[config.mk]
export PLATFORM = sky130hd
export DESIGN_NAME = sdac_write_ctrl
export DESIGN_NICKNAME = d
export VERILOG_FILES = /design/src/rtl/sdac_pkg.sv /design/src/rtl/sdac_shifter.sv /design/src/rtl/sdac_gap_timer.sv /design/src/rtl/sdac_seq.sv /design/src/rtl/sdac_write_ctrl.sv
export SDC_FILE = /design/constraint.sdc
export NUM_CORES = 1
export LEC_CHECK = 0
export ABC_CLOCK_PERIOD_IN_PS = 2200
export BUFFER_PORTS_ARGS = -buffer_cell sky130_fd_sc_hd__clkbuf_2
export CORE_ASPECT_RATIO = 2
export CORE_MARGIN = 1.5
export CORE_UTILIZATION = 52
export DETAILED_ROUTE_END_ITERATION = 7
export PLACE_DENSITY = 0.73
export SLEW_MARGIN = 15
export SYNTH_ARGS = -nofsm -noshare
export SYNTH_HDL_FRONTEND = slang
export SYNTH_HIERARCHICAL = 1
export SYNTH_SLANG_ARGS = --single-unit
[constraint.sdc]
create_clock -name clk -period 2.2 [get_ports clk]
set_input_delay 0.44 -clock clk [delete_from_list [all_inputs] [get_ports clk]]
set_output_delay 0.44 -clock clk [all_outputs]
set_load 0.02 [all_outputs]
[src/rtl/sdac_pkg.sv]
package sdac_pkg;

  typedef enum logic [2:0] {
    PH_IDLE  = 3'd0,
    PH_LEAD  = 3'd1,
    PH_HIGH  = 3'd2,
    PH_LOW   = 3'd3,
    PH_PAUSE = 3'd4,
    PH_TRAIL = 3'd5
  } sdac_phase_e;

  // Round-up integer division on wide operands.
  function automatic int sdac_ceil_div(input longint num, input longint den);
    return int'((num + den - 64'sd1) / den);
  endfunction

  // Number of system cycles covering a time in nanoseconds.
  function automatic int sdac_ns_to_cycles(input longint ns, input longint clk_hz);
    return sdac_ceil_div(ns * clk_hz, 64'sd1_000_000_000);
  endfunction

  // System cycles per serial clock half period, never below one.
  function automatic int sdac_half_cycles(input longint sys_hz, input longint sclk_hz);
    int h;
    h = sdac_ceil_div(sys_hz, 64'sd2 * sclk_hz);
    return (h < 1) ? 1 : h;
  endfunction

  // Idle cycles after the strobe rises before a new request may be taken.
  function automatic int sdac_gap_cycles(input int hi_cyc, input int tail_cyc, input int half);
    int g;
    g = hi_cyc - 1;
    if (tail_cyc - half - 1 > g) g = tail_cyc - half - 1;
    if (g < 1) g = 1;
    return g;
  endfunction

endpackage

[src/rtl/sdac_shifter.sv]
module sdac_shifter #(
  parameter int PAD_W  = 6,
  parameter int MODE_W = 2,
  parameter int CODE_W = 16
) (
  input  logic              clk,
  input  logic              rst_n,
  input  logic              load_i,
  input  logic [MODE_W-1:0] mode_i,
  input  logic [CODE_W-1:0] code_i,
  input  logic              shift_i,
  input  logic              clear_i,
  output logic              sdo_o
);
  localparam int FRAME_W = PAD_W + MODE_W + CODE_W;

  logic [FRAME_W-1:0] word_q;
  logic               sdo_q;

  always_ff @(posedge clk or negedge rst_n) begin
    if (!rst_n) begin
      word_q <= '0;
      sdo_q  <= 1'b0;
    end else if (load_i) begin
      word_q <= {{PAD_W{1'b0}}, mode_i, code_i};
      sdo_q  <= 1'b0;
    end else if (clear_i) begin
      sdo_q  <= 1'b0;
    end else if (shift_i) begin
      sdo_q  <= word_q[FRAME_W-1];
      word_q <= {word_q[FRAME_W-2:0], 1'b0};
    end
  end

  assign sdo_o = sdo_q;

  AST_SDO_MOVES_ON_EVENT: assert property (@(posedge clk) disable iff (!rst_n)
    (!load_i && !clear_i && !shift_i) |=> $stable(sdo_o));

endmodule

[src/rtl/sdac_gap_timer.sv]
module sdac_gap_timer #(
  parameter int GAP_CYC = 6
) (
  input  logic clk,
  input  logic rst_n,
  input  logic busy_set_i,
  input  logic start_i,
  output logic ready_o
);
  localparam int CW = (GAP_CYC < 2) ? 1 : $clog2(GAP_CYC);
  localparam logic [CW-1:0] GAP_M1 = CW'(GAP_CYC - 1);

  logic [CW-1:0] cnt_q;
  logic          run_q;
  logic          ready_q;

  always_ff @(posedge clk or negedge rst_n) begin
    if (!rst_n) begin
      cnt_q   <= '0;
      run_q   <= 1'b0;
      ready_q <= 1'b1;
    end else if (busy_set_i) begin
      ready_q <= 1'b0;
      run_q   <= 1'b0;
    end else if (start_i) begin
      run_q   <= 1'b1;
      cnt_q   <= GAP_M1;
    end else if (run_q) begin
      if (cnt_q == '0) begin
        run_q   <= 1'b0;
        ready_q <= 1'b1;
      end else begin
        cnt_q <= cnt_q - 1'b1;
      end
    end
  end

  assign ready_o = ready_q;

  AST_GAP_HOLDS_READY: assert property (@(posedge clk) disable iff (!rst_n)
    start_i |=> !ready_o);

  AST_TAKE_DROPS_READY: assert property (@(posedge clk) disable iff (!rst_n)
    busy_set_i |=> !ready_o);

endmodule

[src/rtl/sdac_seq.sv]
module sdac_seq
  import sdac_pkg::*;
#(
  parameter int HALF_CYC     = 3,
  parameter int BYTE_GAP_CYC = 4,
  parameter int FRAME_W      = 24,
  parameter int BYTE_W       = 8,
  parameter int SYNC_HI_CYC  = 5,
  parameter int TAIL_CYC     = 10
) (
  input  logic clk,
  input  logic rst_n,
  input  logic accept_i,
  input  logic abort_i,
  input  logic byte_mode_i,
  output logic sync_n_o,
  output logic sclk_o,
  output logic done_o,
  output logic load_o,
  output logic shift_o,
  output logic clear_o,
  output logic gap_start_o
);
  localparam int NF_W   = $clog2(FRAME_W + 1);
  localparam int PC_MAX = (HALF_CYC > BYTE_GAP_CYC) ? HALF_CYC : BYTE_GAP_CYC;
  localparam int PC_W   = (PC_MAX < 2) ? 1 : $clog2(PC_MAX);
  localparam logic [PC_W-1:0] HALF_M1  = PC_W'(HALF_CYC - 1);
  localparam logic [PC_W-1:0] PAUSE_M1 = PC_W'((BYTE_GAP_CYC > 0) ? BYTE_GAP_CYC - 1 : 0);
  localparam logic [NF_W-1:0] NF_LAST  = NF_W'(FRAME_W);
  localparam logic [NF_W-1:0] NF_BYTE  = NF_W'(BYTE_W);
  localparam bit HAS_PAUSE = (BYTE_GAP_CYC > 0);

  sdac_phase_e     ph_q, ph_d;
  logic [PC_W-1:0] cnt_q, cnt_d;
  logic [NF_W-1:0] nf_q, nf_d, nf_inc;
  logic            sclk_q, sclk_d;
  logic            sync_q, sync_d;
  logic            done_q, done_d;
  logic            bm_q, bm_d;

  // Named events for the checks below.
  logic fall_evt;
  logic rise_evt;
  logic abortable;
  logic byte_edge;

  assign nf_inc    = nf_q + 1'b1;
  assign abortable = (ph_q == PH_LEAD) || (ph_q == PH_HIGH) ||
                     (ph_q == PH_LOW)  || (ph_q == PH_PAUSE);
  assign byte_edge = bm_q && ((nf_inc % NF_BYTE) == '0);

  always_comb begin
    ph_d = ph_q;   cnt_d = cnt_q;   nf_d = nf_q;
    sclk_d = sclk_q; sync_d = sync_q; done_d = 1'b0; bm_d = bm_q;
    load_o = 1'b0; shift_o = 1'b0; clear_o = 1'b0; gap_start_o = 1'b0;
    fall_evt = 1'b0; rise_evt = 1'b0;
    case (ph_q)
      PH_IDLE: begin
        if (accept_i) begin
          ph_d = PH_LEAD; cnt_d = HALF_M1; nf_d = '0;
          sync_d = 1'b0; sclk_d = 1'b0; bm_d = byte_mode_i; load_o = 1'b1;
        end
      end
      PH_LEAD, PH_LOW: begin
        if (cnt_q == '0) begin
          ph_d = PH_HIGH; cnt_d = HALF_M1; sclk_d = 1'b1;
          shift_o = 1'b1; rise_evt = 1'b1;
        end else begin
          cnt_d = cnt_q - 1'b1;
        end
      end
      PH_HIGH: begin
        if (cnt_q == '0) begin
          sclk_d = 1'b0; fall_evt = 1'b1; nf_d = nf_inc; cnt_d = HALF_M1;
          if (nf_inc == NF_LAST) begin
            ph_d = PH_TRAIL;
          end else if (byte_edge && HAS_PAUSE) begin
            ph_d = PH_PAUSE; cnt_d = PAUSE_M1;
          end else begin
            ph_d = PH_LOW;
          end
        end else begin
          cnt_d = cnt_q - 1'b1;
        end
      end
      PH_PAUSE: begin
        if (cnt_q == '0) begin
          ph_d = PH_LOW; cnt_d = HALF_M1;
        end else begin
          cnt_d = cnt_q - 1'b1;
        end
      end
      PH_TRAIL: begin
        if (cnt_q == '0) begin
          ph_d = PH_IDLE; sync_d = 1'b1; done_d = 1'b1;
          clear_o = 1'b1; gap_start_o = 1'b1;
        end else begin
          cnt_d = cnt_q - 1'b1;
        end
      end
      default: ph_d = PH_IDLE;
    endcase
    if (abortable && abort_i) begin
      ph_d = PH_IDLE; sync_d = 1'b1; sclk_d = 1'b0; done_d = 1'b0; nf_d = nf_q;
      shift_o = 1'b0; rise_evt = 1'b0; fall_evt = 1'b0;
      clear_o = 1'b1; gap_start_o = 1'b1;
    end
  end

  always_ff @(posedge clk or negedge rst_n) begin
    if (!rst_n) begin
      ph_q <= PH_IDLE; cnt_q <= '0; nf_q <= '0;
      sclk_q <= 1'b0; sync_q <= 1'b1; done_q <= 1'b0; bm_q <= 1'b0;
    end else begin
      ph_q <= ph_d; cnt_q <= cnt_d; nf_q <= nf_d;
      sclk_q <= sclk_d; sync_q <= sync_d; done_q <= done_d; bm_q <= bm_d;
    end
  end

  assign sync_n_o = sync_q;
  assign sclk_o   = sclk_q;
  assign done_o   = done_q;

  // Checker support: time since strobe rose and since the last falling edge.
  localparam int CK_W = $clog2(SYNC_HI_CYC + TAIL_CYC + 2) + 1;
  logic [CK_W-1:0] hi_cnt_q, tail_cnt_q;
  logic            armed_q;

  always_ff @(posedge clk or negedge rst_n) begin
    if (!rst_n) begin
      hi_cnt_q <= '0; tail_cnt_q <= '1; armed_q <= 1'b0;
    end else begin
      if (!sync_q)               hi_cnt_q <= '0;
      else if (hi_cnt_q != '1)   hi_cnt_q <= hi_cnt_q + 1'b1;
      if (fall_evt)              tail_cnt_q <= '0;
      else if (tail_cnt_q != '1) tail_cnt_q <= tail_cnt_q + 1'b1;
      if (gap_start_o)           armed_q <= 1'b1;
    end
  end

  AST_SCLK_LOW_IDLE: assert property (@(posedge clk) disable iff (!rst_n)
    sync_n_o |-> !sclk_o);

  AST_FALL_BOUND: assert property (@(posedge clk) disable iff (!rst_n)
    fall_evt |-> (nf_q < NF_LAST));

  AST_DONE_FULL_FRAME: assert property (@(posedge clk) disable iff (!rst_n)
    done_o |-> (sync_n_o && nf_q == NF_LAST));

  AST_DONE_ONE_CYCLE: assert property (@(posedge clk) disable iff (!rst_n)
    done_o |=> !done_o);

  AST_SYNC_HIGH_MIN: assert property (@(posedge clk) disable iff (!rst_n)
    (armed_q && $fell(sync_n_o)) |-> (hi_cnt_q >= CK_W'(SYNC_HI_CYC)));

  AST_TAIL_MIN: assert property (@(posedge clk) disable iff (!rst_n)
    (armed_q && $fell(sync_n_o)) |-> (tail_cnt_q >= CK_W'(TAIL_CYC)));

  AST_PAUSE_BYTE_ONLY: assert property (@(posedge clk) disable iff (!rst_n)
    (ph_q == PH_PAUSE) |-> (bm_q && !sclk_o && !sync_n_o));

  AST_ABORT_ENDS_FRAME: assert property (@(posedge clk) disable iff (!rst_n)
    (abort_i && abortable) |=> (sync_n_o && !sclk_o && !done_o));

  AST_RISE_IN_FRAME: assert property (@(posedge clk) disable iff (!rst_n)
    rise_evt |-> !sync_n_o);

endmodule

[src/rtl/sdac_write_ctrl.sv]
module sdac_write_ctrl
  import sdac_pkg::*;
#(
  parameter int SYS_CLK_HZ      = 100_000_000,
  parameter int SCLK_MAX_HZ     = 20_000_000,
  parameter int SYNC_HIGH_NS    = 50,
  parameter int FALL_TO_SYNC_NS = 100,
  parameter int BYTE_GAP_CYC    = 4,
  parameter int PAD_W           = 6,
  parameter int MODE_W          = 2,
  parameter int CODE_W          = 16,
  parameter int BYTE_W          = 8
) (
  input  logic              clk,
  input  logic              rst_n,
  input  logic              in_valid,
  output logic              in_ready,
  input  logic [CODE_W-1:0] in_code,
  input  logic [MODE_W-1:0] in_mode,
  input  logic              byte_mode,
  input  logic              abort_req,
  output logic              dac_sync_n,
  output logic              dac_sclk,
  output logic              dac_sdo,
  output logic              frame_done
);
  localparam int FRAME_W     = PAD_W + MODE_W + CODE_W;
  localparam int HALF_CYC    = sdac_half_cycles(SYS_CLK_HZ, SCLK_MAX_HZ);
  localparam int SYNC_HI_CYC = sdac_ns_to_cycles(SYNC_HIGH_NS, SYS_CLK_HZ);
  localparam int TAIL_CYC    = sdac_ns_to_cycles(FALL_TO_SYNC_NS, SYS_CLK_HZ);
  localparam int GAP_CYC     = sdac_gap_cycles(SYNC_HI_CYC, TAIL_CYC, HALF_CYC);

  logic accept;
  logic load, shift, clear, gap_start;

  assign accept = in_valid && in_ready;

  sdac_seq #(
    .HALF_CYC     (HALF_CYC),
    .BYTE_GAP_CYC (BYTE_GAP_CYC),
    .FRAME_W      (FRAME_W),
    .BYTE_W       (BYTE_W),
    .SYNC_HI_CYC  (SYNC_HI_CYC),
    .TAIL_CYC     (TAIL_CYC)
  ) u_seq (
    .clk         (clk),
    .rst_n       (rst_n),
    .accept_i    (accept),
    .abort_i     (abort_req),
    .byte_mode_i (byte_mode),
    .sync_n_o    (dac_sync_n),
    .sclk_o      (dac_sclk),
    .done_o      (frame_done),
    .load_o      (load),
    .shift_o     (shift),
    .clear_o     (clear),
    .gap_start_o (gap_start)
  );

  sdac_shifter #(
    .PAD_W  (PAD_W),
    .MODE_W (MODE_W),
    .CODE_W (CODE_W)
  ) u_shift (
    .clk     (clk),
    .rst_n   (rst_n),
    .load_i  (load),
    .mode_i  (in_mode),
    .code_i  (in_code),
    .shift_i (shift),
    .clear_i (clear),
    .sdo_o   (dac_sdo)
  );

  sdac_gap_timer #(
    .GAP_CYC (GAP_CYC)
  ) u_gap (
    .clk        (clk),
    .rst_n      (rst_n),
    .busy_set_i (accept),
    .start_i    (gap_start),
    .ready_o    (in_ready)
  );

  AST_IDLE_SDO_LOW: assert property (@(posedge clk) disable iff (!rst_n)
    dac_sync_n |-> !dac_sdo);

  AST_BUSY_NOT_READY: assert property (@(posedge clk) disable iff (!rst_n)
    !dac_sync_n |-> !in_ready);

  AST_SDO_STABLE_HIGH: assert property (@(posedge clk) disable iff (!rst_n)
    (dac_sclk && $past(dac_sclk)) |-> $stable(dac_sdo));

  AST_DONE_WITH_STROBE: assert property (@(posedge clk) disable iff (!rst_n)
    frame_done |-> $rose(dac_sync_n));

endmodule

Yosys cells after proc, flatten, opt, wreduce, memory -nomap -nowiden
Cells that the tools add are included.
Widths: inputs -> output; s select.
{"block": "classes", "n_addsub": 3, "n_mul": 0, "n_div": 0, "n_lt_le_gt_ge": 0, "n_eq_ne": 17, "shift": 0, "muxes": 51, "n_bitwise": 2, "n_reduce_logical": 30}
{"cell": "$mux 24", "count": 3}
{"cell": "$mux 3", "count": 11}
{"cell": "$mux 1", "count": 25}
{"cell": "$pmux 3 s5", "count": 1}
{"cell": "$ne 2x2->1 const B", "count": 6}
{"cell": "$reduce_and 3->1", "count": 4}
{"cell": "$mux 2", "count": 5}
{"cell": "$mux 5", "count": 2}
{"cell": "$pmux 5 s2", "count": 1}
{"cell": "$reduce_bool 2->1", "count": 5}
{"cell": "$pmux 2 s4", "count": 1}
{"cell": "$reduce_and 4->1", "count": 2}
{"cell": "$reduce_bool 4->1", "count": 2}
{"cell": "$eq 3x2->1 const B", "count": 2}
{"cell": "$eq 3x3->1 const B", "count": 2}
{"cell": "$logic_not 3->1", "count": 2}
{"cell": "$ne 3x1->1 const B", "count": 2}
{"cell": "$ne 3x3->1 const B", "count": 2}
{"cell": "$reduce_bool 3->1", "count": 2}
{"cell": "$add 5x1->5 const B", "count": 1}
{"cell": "$eq 5x5->1 const B", "count": 1}
{"cell": "$logic_not 5->1", "count": 1}
{"cell": "$reduce_and 5->1", "count": 1}
{"cell": "$reduce_and 2->1", "count": 2}
{"cell": "other kinds (12)", "count": 17}
{"block": "word_totals", "reg_bits": 44, "latchBits": 0, "ram_bits": 0, "rom_bits": 0, "in_bits": 23, "out_inout_bits": 5, "elab_cells": 115, "memories": 0}

Logic depth before layout (Yosys ltp)
Gate-level depths: netlist of run 1.
{"block": "depth", "ltp_word": 9, "depth_mapped": 11, "mapped_depth_nobuf": 8}

Cells and area by module
Netlist of run 1, hierarchy kept.
{"mod": "sdac_shifter", "instances": 1, "cells_each": 109, "area_each_um2": 1133.6, "seq_area_each_um2": 625.6}
{"mod": "sdac_seq", "instances": 1, "cells_each": 108, "area_each_um2": 1002.2, "seq_area_each_um2": 351.6}
{"mod": "sdac_gap_timer", "instances": 1, "cells_each": 29, "area_each_um2": 287.8, "seq_area_each_um2": 126.4}
{"mod": "sdac_write_ctrl", "instances": 1, "cells_each": 1, "area_each_um2": 6.3, "seq_area_each_um2": 0.0}

Worst setup path before layout of run 1
OpenSTA, ideal clock, no wires.
{"block": "synth_path", "path_kind": "flip-flop to flip-flop", "from": "register u_seq.cnt_q[0]", "to": "register u_shift.word_q[1]", "setup_ps": 132, "t_arrival_ps": 1992, "required_time_ps": 2068, "slack_ps": 76, "stages_incl_launch_ff": 10, "n_path_buf": 3, "period_less_slack_ps": 2124, "cell_sequence": "dfrtp_1 > inv_1 > ha_1 > buf_2 > nor4bb_1 > nor2b_4 > buf_6 > buf_12 > mux2i_1 > o21ai_1"}
{"block": "synth_between", "elab_chain_len": 6, "elab_cells_between_ends": 9, "classes_between": "1 x eq/ne; 5 x mux; 3 x reduce/logical"}
{"element": "start, declared", "line": "sdac_seq.sv:34", "source": "logic [PC_W-1:0] cnt_q, cnt_d;"}
{"element": "start signal, assigned", "line": "sdac_seq.sv:115", "source": "ph_q <= ph_d; cnt_q <= cnt_d; nf_q <= nf_d;"}
{"element": "$logic_not 2->1", "line": "sdac_seq.sv:65", "source": "if (cnt_q == '0) begin"}
{"element": "$mux 1", "line": "sdac_seq.sv:65"}
{"element": "$mux 1", "line": "sdac_seq.sv:57", "source": "case (ph_q)"}
{"element": "$mux 1", "line": "sdac_seq.sv:103", "source": "if (abortable && abort_i) begin"}
{"element": "via shift", "line": "sdac_write_ctrl.sv:34", "source": "logic load, shift, clear, gap_start;"}
{"element": "$reduce_bool 2->1 (no line)"}
{"element": "$reduce_and 2->1 (no line)"}
{"element": "end signal, assigned", "line": "sdac_shifter.sv:25", "source": "word_q <= {{PAD_W{1'b0}}, mode_i, code_i};"}
{"element": "end signal, assigned", "line": "sdac_shifter.sv:31", "source": "word_q <= {word_q[FRAME_W-2:0], 1'b0};"}
{"element": "end, declared", "line": "sdac_shifter.sv:17", "source": "logic [FRAME_W-1:0] word_q;"}
The timed path passes the listed nets, and every way through them passes these cells.
A chain may end at the register's enable or synchronous reset.

Final worst setup path of run 1
{"block": "layout_path", "from": "register u_seq.cnt_q[0]", "to": "register u_shift.word_q[2]"}
The elaborated chain is that of the path after synthesis.

==> out/metrics.yaml, run 1 <==
wire_per_inst_um: 14.0
drv_cap: 0
area_growth_syn_to_layout_pct: 13.0
synth_compound_area_frac: 0.175
grt_util_all_layers: 0.205
yosys.area.top_type: "dfrtp_1"
outcome: "finished, final reports clean"
synth_xor_xnor_area_share: 0.0108
drt_wl_total_mm: 4.61
netlist_area_sq_um: 2430
syn_avg_cell_area_sq_um: 9.84
postLayoutCoreUtil: 0.603
drive_gt1_frac: 0.215
synth_area_leaders: "dfrtp_1, mux2i_1, nand2_1, o21ai_1, ha_1"
fin_ws_ns: 0.224
core_area_sq_um: 4550
overflow: 0
row_count: 35
ys_seq_elements: 44
grt_pass1_wl_mm: 8.11
ir_drop_uv: 666
p_total_mw: 3.12
syn_inst: 247
via_count: 1867
tns_ns: 0
yosys.area_share.simple: 0.184
grt_max_degree: 45
worstSetupPathDepth: 7
yosysMostFrequentCell: "nand2_1"
insertion_delay_ns: 0.29
required_ns: 2.38
placed_cells: 322
die_h_um: 99.7
antenna_found_initial: 0
io_pins: 28
cp.arrival_ns: 2.15
die_w_um: 51.3
nNetsFinal: 303
synth_nets: 276
switching_share: 0.338
fin_area_sq_um: 2750
finalSetupViolCount: 0
cts_inserted_buffers: 5
cts_max_path_buffers: 2
via_per_inst: 5.67
die_area_sq_um: 5120
drt_iter0_drc: 36
post_cts_buffers: 0
yosys.area_share.adder: 0.0309
clock-root-buffer: "clkbuf_8"
cts_tree: "built"
fin_cells: 329
crit_fanout: 23
combPwrFrac: 0.359
clock_skew_ns: 0.0108
n_antenna_cell: 0
p_seq_frac: 0.412
synth.distinct_cells: 55
start_util: 0.534
synth_edf_count: 0
ys.flop_type: "dfrtp_1"
worst_hold_slack_ns: 0.214
synth_mux_area_frac: 0.0870
drc_errors: 0
cts.sinks: 44
slowest_delay_ns: 0.41
gp_congestion: 0.880
worst-r2r-cell-count: 7
clkPwrFrac: 0.229
critPathSlowestCell: "dfrtp_1"
antenna_left: 0
synth_top_family_by_area: "simple AND/OR/NAND/NOR gates"
dp_slack_ns: 0.243
slew_headroom: 0.626
final_hold_viol_count: 0
place_area_sq_um: 2620
critPathCaptureType: "flip-flop"
htreeDepth: 2
crit_buf_inv: 2
synthArstFlopShare: 1.00
grt_setup_unrepaired: "false"
ys_top_cells_by_count: "nand2_1, dfrtp_1, mux2i_1"
min_period_over_period: 0.898
ys_warn_count: 6
min_period_ns: 1.98
synth_top_area_share: 0.433
crit_chain: "inv_1 -> ha_1 -> nor4bb_1 -> nor2b_4 -> buf_12 -> mux2i_1 -> o21ai_1"
dp_hpwl_mm: 3.38
cp_top_family: "simple AND/OR/NAND/NOR gates"
tightest_slew_ns: 0.561
ctsHoldBuffers: 0
first_pass_iters: 6
hp-class: "in -> async"
clk_pin_slew_worst_paths_ns: 0.09
io_buffers: 27
slew_viol_final: 0
p_leak_nw: 1.18
path_class: "reg -> reg"
grt_pass1_vias: 1836
p_int_mw: 2.06
max_freq_mhz: 506
ys_seq_area_frac: 0.454
cts.repair.resized: 0
switchingPower_mw: 1.05
critPathLaunchType: "flip-flop"
p_per_area_nw_per_um2: 1140
## layout by cell type (no fill, tap or decap), types with 2 or more instances in the layout
| cell | netlist | layout |
|---|---|---|
| nand2b_1 | 5 | 5 |
| nor2b_1 | 2 | 2 |
| bufinv_16 | 0 | 2 |
| o22a_1 | 2 | 2 |
| mux2i_1 | 20 | 20 |
| o21ai_1 | 18 | 18 |
| dfrtp_1 | 42 | 42 |
| buf_4 | 1 | 8 |
| clkbuf_8 | 0 | 5 |
| nand2_1 | 44 | 44 |
| a31oi_1 | 2 | 2 |
| buf_12 | 1 | 2 |
| a21o_1 | 3 | 3 |
| o22ai_1 | 3 | 3 |
| a21oi_1 | 12 | 12 |
| xor2_1 | 3 | 3 |
| a211oi_1 | 2 | 2 |
| nand3_1 | 3 | 3 |
| ha_1 | 6 | 6 |
| nor3_1 | 7 | 6 |
| o21ai_0 | 8 | 8 |
| nand3b_1 | 2 | 2 |
| clkbuf_2 | 0 | 27 |
| dfstp_2 | 2 | 2 |
| a22o_1 | 3 | 3 |
| nor2_1 | 8 | 8 |
| a221o_1 | 2 | 2 |
| inv_1 | 5 | 5 |
## path summary, 6_finish.rpt
kind / start / endpoint / slack, ns
max: u_seq/cnt_q[0] / u_shift/word_q[2] / 0.22
min: rst_n / u_seq/sclk_o / 0.21
max reg2reg: u_seq/cnt_q[0] / u_shift/word_q[2] / 0.22
min reg2reg: u_gap/ready_o / u_gap/ready_o / 0.51
max in group asynchronous: rst_n / u_seq/ph_q[2] / 1.59
min in group clk: in_code[9] / u_shift/word_q[9] / 0.36
## logic make-up (layout without fill, tap and decap cells)
| family | after synthesis | after routing |
|---|---|---|
| buffers and inverters | 22 | 49 |
| flip-flops | 44 | 44 |
| AO/OA/AOI/OAI | 65 | 65 |
| multiplexers | 21 | 21 |
| AND/OR/NAND/NOR | 86 | 86 |
| XOR/XNOR | 3 | 3 |
| adder cells (fa/ha/maj) | 6 | 6 |
## power by group through the flow
stage	Sequential (mW)	Combinational [mW]	Clock (mW)
2_1_floorplan	1.25	0.889	0
3_3_place_gp	1.29	1.10	0
3_5_place_dp	1.30	1.12	0
4_1_cts	1.28	1.13	0.734
5_1_grt	1.32	1.27	0.760
6_report	1.28	1.12	0.715
## sequential cells by signal (all words and copies together), names as in the netlist
name,count
u_gap/cnt_q,3
u_seq/done_o,1
u_gap/ready_o,1
u_shift/word_q,24
u_seq/ph_q,3
u_seq/cnt_q,2
u_gap/run_q,1
u_seq/nf_q,5
u_seq/bm_q,1
u_seq/sync_n_o,1
u_shift/sdo_o,1
u_seq/sclk_o,1
## per-layer routing
| layer | vias to the layer above | global-route usage | wire (um) |
|---|---|---|---|
| li1 | 929 | - | - |
| met3 | 10 | 0.0315 | 126 |
| met1 | 888 | 0.230 | 1840 |
| met4 | 0 | 0.117 | 153 |
| met5 | - | 0 | 0 |
| met2 | 40 | 0.359 | 2490 |
## layout make-up
class / count / area [sq um]
clock inverters: 2 / 60.1
multi-input cells: 181 / 1190
inverters: 5 / 18.8
well taps: 55 / 68.8
fillers: 412 / 1810
flip-flops and latches: 44 / 1100
repair buffers: 37 / 235
clock buffers: 5 / 68.8
(Power assumes the default switching activity.)
==> run 2, diff against run 1 <==
BUFFER_PORTS_ARGS = default   (was -buffer_cell sky130_fd_sc_hd__clkbuf_2)
CORE_ASPECT_RATIO = 1.25   (was 2)
CORE_UTILIZATION = 55   (was 52)
DONT_BUFFER_PORTS = 1   (was default)
PLACE_DENSITY = 0.71   (was 0.73)
==> out/metrics.yaml, run 2 (synthesis gave the netlist of run 1 again) <==
cts.sinks: 44  # unchanged
grt_pass1_wl_mm: 7.87  # -2.9%
regArea_sq_um: 1100  # unchanged
r2r_end: "u_shift/word_q[17]"
reg2reg_from: "u_seq/ph_q[2]"
finalSetupViolCount: 0  # unchanged
io_buffers: 0  # -100%
final_common_cell: "nand2_1"
crit_fanout: 23  # unchanged
required_ns: 2.37  # about the same
path_class: "reg -> reg"
cts_inserted_buffers: 5  # unchanged
die_h_um: 77.3  # -22%
insertion_delay_ns: 0.29  # about the same
drive_gt1_frac: 0.133  # -0.0828
antenna_found_initial: 0  # unchanged
final_hold_viol_count: 0  # unchanged
grt_max_degree: 45  # unchanged
hp-class: "in -> reg"
critPathSlowestCell: "dfrtp_1"
crit_buf_inv: 2  # unchanged
postLayoutCoreUtil: 0.633  # +0.0304
grt_util_all_layers: 0.201  # -0.00440
grt_setup_unrepaired: "false"
cp.arrival_ns: 2.14  # about the same
largest_register_ffs: 24  # unchanged
fillers: 374  # -9.2%
clock_skew_ns: 0.00534  # -0.00541 ns
io_pins: 28  # unchanged
antenna_left: 0  # unchanged
n_antenna_cell: 0  # unchanged
critPathCaptureType: "flip-flop"
row_count: 26  # -26%
clock-root-buffer: "clkbuf_8"
final_cell_mix: "nand2_1, dfrtp_1, mux2i_1, o21ai_1, a21oi_1"
crit_chain: "inv_1 -> nand2_1 -> o21ai_0 -> a22o_1 -> nor2b_4 -> buf_12 -> mux2i_1 -> o21ai_1"
clk_pin_slew_worst_paths_ns: 0.08  # about the same
cp_top_family: "flip-flops"
min_period_over_period: 0.898  # about the same
wire_per_inst_um: 14.5  # +3.6%
drt_iter0_drc: 114  # +220%
placed_cells: 296  # -8.1%
tns_ns: 0  # unchanged
ff2ff_setup_slack_ns: 0.22  # about the same
htreeDepth: 2  # unchanged
dp_hpwl_mm: 3.03  # -10%
max_freq_mhz: 506  # about the same
core_area_sq_um: 4160  # -8.6%
overflow: 0  # unchanged
holdPathEnd: "u_seq/ph_q[1]"
die_w_um: 62.5  # +22%
grt_pass1_vias: 1735  # -5.5%
outcome: "finished, final reports clean"
first_pass_iters: 4  # -2
fin_cells: 305  # -7.3%
min_path_cells: 1
gp_congestion: 0.856  # -2.7%
via_count: 1764  # -5.5%
nNetsFinal: 278  # -8.3%
drc_errors: 0  # unchanged
min_period_ns: 1.98  # -0.000879 ns
largest_register: "u_shift/word_q"
area_growth_syn_to_layout_pct: 8.50
via_per_inst: 5.78  # +1.9%
slew_headroom: 0.671  # +0.0452
ir_drop_uv: 666  # about the same
multi_input_area_sq_um: 1190  # unchanged
die_area_sq_um: 4830  # -5.6%
worst-r2r-cell-count: 8  # +1
p_leak_nw: 1.08  # -8.4%
post_cts_buffers: 0  # unchanged
start_util: 0.584  # +0.0500
drv_cap: 0  # unchanged
slowest_delay_ns: 0.52  # +0.11 ns
cts_tree: "built"
drt_wl_total_mm: 4.43  # -3.9%
p_per_area_nw_per_um2: 1170  # +2.8%
cts_max_path_buffers: 2  # unchanged
critPathLaunchType: "flip-flop"
reg_top3: "u_shift/word_q: 24 flops, u_seq/nf_q: 5 flops"
tightest_slew_ns: 0.489  # -0.0716 ns
min-delay-start: "abort_req"
slew_viol_final: 0  # unchanged
[run 2: per-stage QoR]
stage               setup WS [ns]  hold WS [ns]  area [sq um]  power [mW]
finish                      0.225         0.238          2640        3.08
global route               0.0676         0.253          2640        3.31
global placement            0.278         0.146          2470        2.32
floorplan                  0.0759         0.144          2430        2.14
CTS                         0.259         0.234          2640        3.09
detailed placement          0.276         0.146          2470        2.35
[run 2: repair_timing]
item | CTS | global route
hold buffers | 2 | 0
endpoints found under the hold margin | 44 | 0
gates resized for setup | 0 | 0
[run 2: worst max path at each step]
stage                         from            endpoint  slack, ns  depth (start not counted)
floorplan           u_seq/cnt_q[0]   u_shift/word_q[1]       0.08                          9
global placement    u_seq/cnt_q[0]   u_shift/word_q[3]       0.28                          7
detailed placement  u_seq/cnt_q[0]  u_shift/word_q[17]       0.28                          9
CTS                 u_seq/cnt_q[0]  u_shift/word_q[17]       0.26                          9
global route         u_seq/ph_q[2]   u_shift/word_q[3]       0.07                          8
finish               u_seq/ph_q[2]  u_shift/word_q[17]       0.22                          8
[run 2: layout make-up]
type                       instances  area share
sequential                        44       0.419
multi-input combinational        181       0.451
timing repair buffer              12      0.0475
clock inverter                     2      0.0228
clock buffer                       5      0.0261
tap                               56      0.0266
inverter                           5     0.00712
[run 2: where the power goes]
| group | switching [mW] | internal, mW |
|---|---|---|
| logic | 0.555 | 0.506 |
| clock network | 0.261 | 0.447 |
| registers | 0.222 | 1.09 |
| total | 1.04 | 2.04 |
[run 2: routing by layer]
| layer | wire [um] | global-route usage | part of all wire |
|---|---|---|---|
| met1 | 2010 | 0.265 | 0.45 |
| met2 | 2190 | 0.329 | 0.50 |
| met4 | 36 | 0.0600 | 0.0081 |
| met3 | 191 | 0.0484 | 0.043 |
| met5 | 0 | 0 | 0 |
[run 2: worst register-to-register path: stages, from the launching register on]
cell     delay [ns]
dfrtp_1        0.52
inv_1          0.17
nand2_1        0.09
o21ai_0        0.11
a22o_1         0.32
nor2b_4        0.15
buf_12         0.19
mux2i_1        0.23
o21ai_1        0.08
